### config.mk
export PLATFORM = sky130hd
export DESIGN_NAME = miss_sorter
export DESIGN_NICKNAME = d
export VERILOG_FILES = /design/src/rtl/miss_sorter_pkg.sv /design/src/rtl/first_touch_map.sv /design/src/rtl/lru_shadow.sv /design/src/rtl/sat_counter.sv /design/src/rtl/miss_sorter.sv
export SDC_FILE = /design/constraint.sdc
export NUM_CORES = 1
export LEC_CHECK = 0
export CORE_ASPECT_RATIO = 1.5
export CORE_MARGIN = 4
export CORE_UTILIZATION = 25
export DETAILED_ROUTE_END_ITERATION = 10
export HOLD_SLACK_MARGIN = 0.02
export PLACE_DENSITY = 0.48
export SLEW_MARGIN = 5
export SYNTH_ARGS = -nofsm -noshare
export SYNTH_HDL_FRONTEND = slang
export SYNTH_SLANG_ARGS = --single-unit
### constraint.sdc
create_clock -name clk -period 4.7 [get_ports clk]
set_input_delay 1.41 -clock clk [delete_from_list [all_inputs] [get_ports clk]]
set_output_delay 1.41 -clock clk [all_outputs]
set_load 0.005 [all_outputs]
### src/rtl/miss_sorter_pkg.sv
package miss_sorter_pkg;
  typedef enum logic [1:0] {
    CLS_HIT      = 2'b00,
    CLS_COLD     = 2'b01,
    CLS_CONFLICT = 2'b10,
    CLS_CAPACITY = 2'b11
  } miss_cls_e;
endpackage

### src/rtl/first_touch_map.sv
module first_touch_map #(
  parameter int BLK_W = 6
) (
  input  logic             clk,
  input  logic             rst,
  input  logic             touch_en,
  input  logic [BLK_W-1:0] blk,
  output logic             seen
);
  localparam int NBLK = 1 << BLK_W;

  logic [NBLK-1:0] map_q;

  assign seen = map_q[blk];

  always_ff @(posedge clk) begin
    if (rst) map_q <= '0;
    else if (touch_en) map_q[blk] <= 1'b1;
  end


  touched_mark_chk: assert property (@(posedge clk) disable iff (rst)
    touch_en |=> map_q[$past(blk)]);
endmodule

### src/rtl/lru_shadow.sv
module lru_shadow #(
  parameter int LINES = 4,
  parameter int TAG_W = 6
) (
  input  logic             clk,
  input  logic             rst,
  input  logic             look_en,
  input  logic [TAG_W-1:0] tag,
  output logic             hit
);
  // Entry 0 holds the most recently used tag, entry LINES-1 the oldest.
  logic [TAG_W-1:0] tag_q [LINES];
  logic [LINES-1:0] vld_q;
  logic [LINES-1:0] match;
  logic [LINES-1:0] shift_en;

  genvar g;
  generate
    for (g = 0; g < LINES; g++) begin : g_cmp
      assign match[g] = vld_q[g] && (tag_q[g] == tag);
    end
  endgenerate

  assign hit = |match;

  // Entry i moves down when the access misses or the hit sits at or below i.
  generate
    for (g = LINES - 1; g >= 0; g--) begin : g_shift
      if (g == LINES - 1) begin : g_last
        assign shift_en[g] = !hit || match[g];
      end else begin : g_mid
        assign shift_en[g] = shift_en[g+1] || match[g];
      end
    end
  endgenerate

  always_ff @(posedge clk) begin
    if (look_en) begin
      tag_q[0] <= tag;
      for (int i = 1; i < LINES; i++)
        if (shift_en[i]) tag_q[i] <= tag_q[i-1];
    end
  end

  always_ff @(posedge clk) begin
    if (rst) vld_q <= '0;
    else if (look_en) begin
      vld_q[0] <= 1'b1;
      for (int i = 1; i < LINES; i++)
        if (shift_en[i]) vld_q[i] <= vld_q[i-1];
    end
  end


  mru_front_chk: assert property (@(posedge clk) disable iff (rst)
    look_en |=> vld_q[0] && (tag_q[0] == $past(tag)));

  hit_keeps_fill_chk: assert property (@(posedge clk) disable iff (rst)
    (look_en && hit) |=> $stable(vld_q));
endmodule

### src/rtl/sat_counter.sv
module sat_counter #(
  parameter int W = 16
) (
  input  logic         clk,
  input  logic         rst,
  input  logic         inc,
  output logic [W-1:0] cnt
);
  localparam logic [W-1:0] TOP = '1;

  always_ff @(posedge clk) begin
    if (rst) cnt <= '0;
    else if (inc && (cnt != TOP)) cnt <= cnt + 1'b1;
  end


  no_wrap_chk: assert property (@(posedge clk) disable iff (rst)
    (cnt == TOP) |=> (cnt == TOP));

  never_falls_chk: assert property (@(posedge clk) disable iff (rst)
    1'b1 |=> (cnt >= $past(cnt)));
endmodule

### src/rtl/miss_sorter.sv
module miss_sorter #(
  parameter int BLK_W        = 6,
  parameter int SHADOW_LINES = 4,
  parameter int CNT_W        = 16
) (
  input  logic             clk,
  input  logic             rst,
  input  logic             acc_vld,
  input  logic [BLK_W-1:0] acc_blk,
  input  logic             real_hit,
  output logic             cls_vld,
  output logic [1:0]       cls_code,
  output logic [CNT_W-1:0] cold_cnt,
  output logic [CNT_W-1:0] conflict_cnt,
  output logic [CNT_W-1:0] capacity_cnt
);
  import miss_sorter_pkg::*;

  localparam logic [CNT_W-1:0] CNT_TOP = '1;

  logic      seen;
  logic      sh_hit;
  miss_cls_e nxt_cls;
  miss_cls_e cls_q;

  first_touch_map #(.BLK_W(BLK_W)) u_touch (
    .clk(clk), .rst(rst), .touch_en(acc_vld), .blk(acc_blk), .seen(seen)
  );

  lru_shadow #(.LINES(SHADOW_LINES), .TAG_W(BLK_W)) u_shadow (
    .clk(clk), .rst(rst), .look_en(acc_vld), .tag(acc_blk), .hit(sh_hit)
  );

  always_comb begin
    if (real_hit)     nxt_cls = CLS_HIT;
    else if (!seen)   nxt_cls = CLS_COLD;
    else if (!sh_hit) nxt_cls = CLS_CAPACITY;
    else              nxt_cls = CLS_CONFLICT;
  end

  always_ff @(posedge clk) begin
    if (rst) begin
      cls_vld <= 1'b0;
      cls_q   <= CLS_HIT;
    end else begin
      cls_vld <= acc_vld;
      if (acc_vld) cls_q <= nxt_cls;
    end
  end

  assign cls_code = cls_q;

  sat_counter #(.W(CNT_W)) u_cold (
    .clk(clk), .rst(rst), .inc(acc_vld && (nxt_cls == CLS_COLD)), .cnt(cold_cnt)
  );
  sat_counter #(.W(CNT_W)) u_conf (
    .clk(clk), .rst(rst), .inc(acc_vld && (nxt_cls == CLS_CONFLICT)), .cnt(conflict_cnt)
  );
  sat_counter #(.W(CNT_W)) u_cap (
    .clk(clk), .rst(rst), .inc(acc_vld && (nxt_cls == CLS_CAPACITY)), .cnt(capacity_cnt)
  );


  vld_follow_chk: assert property (@(posedge clk) disable iff (rst)
    acc_vld |=> cls_vld);

  vld_idle_chk: assert property (@(posedge clk) disable iff (rst)
    !acc_vld |=> !cls_vld);

  hit_no_count_chk: assert property (@(posedge clk) disable iff (rst)
    (cls_vld && cls_code == 2'b00) |->
      ($stable(cold_cnt) && $stable(conflict_cnt) && $stable(capacity_cnt)));

  cold_step_chk: assert property (@(posedge clk) disable iff (rst)
    (cls_vld && cls_code == 2'b01 && $past(cold_cnt) != CNT_TOP) |->
      (cold_cnt == $past(cold_cnt) + 1'b1));
endmodule

== Word level (Yosys, flattened, before mapping) ==
Memory sizes are Yosys's and may differ from the RTL's.
Index checks and enable logic that the tools add are counted.
Operators by class
  magnitude comparators: 2
  bitwise gates (word level): 1
  add/sub/neg operators: 3
  reductions and logical operators: 19
  equality and inequality tests: 10
  muxes and demuxes: 18
Operators with widths (number)
  $or A64 B64 Y64: 1
  $add A16 B1 Y16 const B: 3
  $ne A16 B16 Y1 const B: 3
  $eq A6 B6 Y1: 4
  $mux W1: 14
  $logic_and A1 B1 Y1: 11
  $lt A6 B7 Y1 const B: 1
  $bmux W1 S6: 1
  $demux W1 S6: 1
  $ge A6 B1 Y1 const B: 1
  $reduce_and A2 Y1: 3
  $eq A2 B2 Y1 const B: 2
  $mux W2: 2
  $reduce_or A4 Y1: 1
  $logic_or A1 B1 Y1: 3
  $eq A2 B1 Y1 const B: 1
  $logic_not A1 Y1: 1
Storage, ports and cells
  logic and storage cells: 64
  memories: 1
  register bits: 119
  bits in writable memories: 24
  output and inout bits: 51
Memory list
  u_shadow.tag_q: words 4, bits a word 6, rd ports 4, clocked after Yosys merged registers in 0, write ports 4, line lru_shadow.sv:12  | logic [TAG_W-1:0] tag_q [LINES];

== Longest topological paths before layout ==
An unclocked memory read counts as a cell.
  depth in word-level cells: 11
  mapped depth: 11
  gate-level depth less buffers: 7

== By module ==
From an unflattened synthesis, not the netlist that was laid out.
Unflattened totals
  cells, all modules: 704
  area total of the unflattened synthesis: 6635.1 sq um
Modules (own cells, without submodules)
  first_touch_map: area an instance 2768.9 sq um, instances 1, cells an instance 316
  sat_counter: area an instance 848.3 sq um, instances 3, cells an instance 99
  lru_shadow: area an instance 1193.6 sq um, instances 1, cells an instance 77
  miss_sorter: area an instance 127.6 sq um, instances 1, cells an instance 14

== Worst setup path before layout ==
No wires, ideal clock.
  kind: input to register
  start point: input acc_blk[0]
  end point: register u_shadow.vld_q[3]
  path slack: 1.011 ns
  buffers on the path: 3
  arrival: 3.561 ns
  required time: 4.572 ns
  stages: 9
  cell sequence: buf_6 -> buf_4 -> xnor2_1 -> nand4_1 -> or3_1 -> clkbuf_1 -> a21boi_0 -> mux2_2 -> nor2b_1
Between the ends
  cells in the longest elaborated chain, start to end: 6
RTL lines
  from (decl): line miss_sorter.sv:9  | input logic [BLK_W-1:0] acc_blk,
  $eq A6 B6 Y1: line lru_shadow.sv:20  | assign match[g] = vld_q[g] && (tag_q[g] == tag);
  $logic_and A1 B1 Y1: line lru_shadow.sv:20
  $reduce_or A4 Y1: line lru_shadow.sv:24  | assign hit = |match;
  $logic_not A1 Y1: line lru_shadow.sv:30  | assign shift_en[g] = !hit || match[g];
  $logic_or A1 B1 Y1 (*): line lru_shadow.sv:30
  $reduce_and A2 Y1 (no line) (*)
  to (signal, indexed assignment): line lru_shadow.sv:50  | if (shift_en[i]) vld_q[i] <= vld_q[i-1];
  to (decl): line lru_shadow.sv:13  | logic [LINES-1:0] vld_q;
Mark *: on every way between the ends. The rest lies on a longest branch, timed or not.
A chain may end at the register's enable or synchronous reset.

== Worst setup path after layout ==
  start point: input acc_blk[4]
  end point: register u_conf.cnt[4]
Between the ends
  cells in the longest elaborated chain, start to end: 9
RTL lines
  branches (longest 4 deep; another with $bmux W1 S6)
  $mux W2 (*): line miss_sorter.sv:36  | else if (!seen) nxt_cls = CLS_COLD;
  $mux W2 (*): line miss_sorter.sv:35  | if (real_hit) nxt_cls = CLS_HIT;
  $eq A2 B2 Y1 (*): line miss_sorter.sv:57  | .clk(clk), .rst(rst), .inc(acc_vld && (nxt_cls == CLS_CONFLICT)), .cnt(conflict_cnt)
  $logic_and A1 B1 Y1 (*): line miss_sorter.sv:57
  $logic_and A1 B1 Y1 (*): line sat_counter.sv:13  | else if (inc && (cnt != TOP)) cnt <= cnt + 1'b1;
  to (signal assigned): line sat_counter.sv:13
  to (decl): line sat_counter.sv:7  | output logic [W-1:0] cnt
Mark *: on every way between the ends. The select of a mux whose other input is x is not followed.

==> impl_metrics.json <==
{
  "mostFrequentLayoutCell": "dfxtp_1",
  "status": "finished clean",
  "setup_viol": 0,
  "timing_hold_violations_final": 0,
  "cts.sinks": 143,
  "finalCritPeriodShare": 0.845,
  "yosys-top-cells-area": "dfxtp_1 37%, edfxtp_1 11%, a21oi_1 7.4%, nor2_1 5.7%, mux2i_1 5.3%",
  "seqPwrFrac": 0.465,
  "syn_avg_cell_area_sq_um": 9.28,
  "slew_headroom": 0.349,
  "cts_setup_buffers": 0,
  "grt_use_total": 0.123,
  "dieHeight_microns": 205,
  "hp-class": "register to register",
  "port_buffers": 60,
  "num_antenna_cells": 0,
  "remaining_drc_errors": 0,
  "synth_cell_types": 53,
  "cts_resized": 0,
  "cp_data_arrival_time_ps": 4330,
  "drt-wirelength-per-cell_microns": 15.9,
  "worst_pin_slew_ps": 968,
  "gp_congestion": 0.764,
  "ys_warn_count": 0,
  "grt_max_degree": 69,
  "synthCells": 698,
  "critical_path_required_ps": 5050,
  "initial_core_util": 0.256,
  "grt_pass1_wl_microns": 28000,
  "pin_count": 61,
  "cts_max_level": 4,
  "syn-num-nets": 711,
  "dpl_cell_area_sq_um": 7480,
  "nets": 773,
  "drv_slew": 0,
  "hold_buffers": 0,
  "finClkSkew_ps": 9.86,
  "synth_area_leader_cell": "dfxtp_1",
  "antenna_found_initial": 0,
  "netlist_area_sq_um": 6480,
  "setup_tns_ps": 0,
  "coreArea_sq_um": 25300,
  "period_needed_ps": 3970,
  "cts_buffers": 17,
  "cts_tree": "yes",
  "p_leak_nw": 2.83,
  "ys_seq_elements": 143,
  "power_frac_clock": 0.473,
  "num_rows": 71,
  "cts_root_buffer": "clkbuf_16",
  "avgViaCountPerCell": 4.84,
  "overflow": 0,
  "p_int_mw": 2.11,
  "first_global_vias": 5219,
  "die_w_microns": 139,
  "routed_wl_microns": 17500,
  "stdcell_area_sq_um": 8040,
  "fin_util": 0.318,
  "fmax_mhz": 252,
  "end_kind": "register",
  "yosysTopAreaCellShare": 0.368,
  "cap_violations": 0,
  "synth-main-ff-cell": "dfxtp_1",
  "synth_edf_count": 24,
  "rsz0062_at_grt": "no",
  "p_per_area_nw_per_um2": 344,
  "area_growth_pct": 24.1,
  "clk_latency_ps": 430,
  "clockBufferDepth": 2,
  "drive_above_1_share": 0.102,
  "ir_drop_mv": 0.245,
  "mostFrequentLayoutCells": "119 x dfxtp_1, 98 x nor2_1, 96 x a21oi_1",
  "criticalPathCategory": "primary input to register",
  "dieArea_sq_um": 28600,
  "first_pass_iters": 5,
  "async_flop_share": 0,
  "path_clk_slew_ps": 60,
  "cp_max_fo": 23,
  "synth.yosys.seq_area_share": 0.479,
  "critPathLaunchType": "primary input",
  "switching_share": 0.236,
  "switchingPower_uw": 653,
  "ant_nets": 0,
  "vias": 5324,
  "drt_iter0_markers": 237,
  "dpl.hpwl_microns": 12100,
  "p_comb_frac": 0.063
}
==> per-stage QoR <==
stage | hold slack (ps) | power, mW | setup WS, ps | instances
after floorplan | 436 | 1.42 | 1010 | 698
after global placement | 447 | 1.49 | 347 | 1069
after detailed placement | 454 | 1.49 | 310 | 1069
after CTS | 469 | 2.81 | 768 | 1101
after global routing | 484 | 2.87 | 531 | 1101
final | 464 | 2.77 | 727 | 1101
==> worst max-delay path, cell delays in order <==
cell and delay [ps]:
clkdlybuf4s50_1 700, xnor2_1 350, nand4_1 110, nor4_1 490, or3_4 290, o21ai_2 240, or4_1 580, a21oi_1 150
==> Yosys cell counts, types with 14 or more instances <==
library cell	number
nand4_1	16
nor2_1	98
edfxtp_1	24
xnor2_1	19
nand3_1	29
dfxtp_1	119
clkbuf_1	16
mux2i_1	34
nor2b_1	15
nand2_1	14
and3_1	22
or4_1	15
o31ai_1	16
a21oi_1	96
==> final timing paths <==
check	depth (start not counted)	slack, ps	end	from
hold / removal	2	460	u_touch.map_q[4]	u_touch.map_q[4]
hold reg to reg	2	460	u_touch.map_q[4]	u_touch.map_q[4]
setup reg to reg	8	1840	u_cold.cnt[10]	u_cold.cnt[2]
setup / recovery	8	730	u_conf.cnt[4]	acc_blk[4]
==> per-layer routing <==
layer  share of wire  up-vias  global-route usage
met1            0.43     2562               0.140
li1                -     2657                   -
met5               0        -                   0
met4           0.014        0              0.0385
met2            0.52       86               0.226
met3           0.034       19              0.0299
==> power groups by stage <==
| stage | registers, mW | logic [mW] | clock network [mW] |
|---|---|---|---|
| after CTS | 1.29 | 0.177 | 1.35 |
| after floorplan | 1.31 | 0.114 | 0 |
| after global routing | 1.29 | 0.190 | 1.39 |
| final | 1.29 | 0.173 | 1.31 |
| after global placement | 1.31 | 0.176 | 0 |
| after detailed placement | 1.31 | 0.177 | 0 |
==> final cells by class <==
type                            count  area, sq um
Multi-Input combinational cell    502         3130
Clock buffer                       21          440
Fill cell                        2668        17300
Inverter                           13         48.8
Clock inverter                     11          120
Sequential cell                   143         3100
Timing Repair Buffer               83          791
Tap cell                          328          410
==> sequential cells by signal, indices dropped and copies added (netlist names) <==
register	count
cls_code	2
cls_vld	1
u_cap.cnt	16
u_cold.cnt	16
u_conf.cnt	16
u_shadow.tag_q	24
u_shadow.vld_q	4
u_touch.map_q	64
==> cell families after synthesis <==
logic type | synth area share
flip-flops | 0.479
multiplexers | 0.0682
adder cells (fa/ha/maj) | 0.00579
AND/OR/NAND/NOR | 0.226
AO/OA/AOI/OAI | 0.144
buffers and inverters | 0.0384
XOR/XNOR | 0.0392
(Power assumes the default switching activity.)
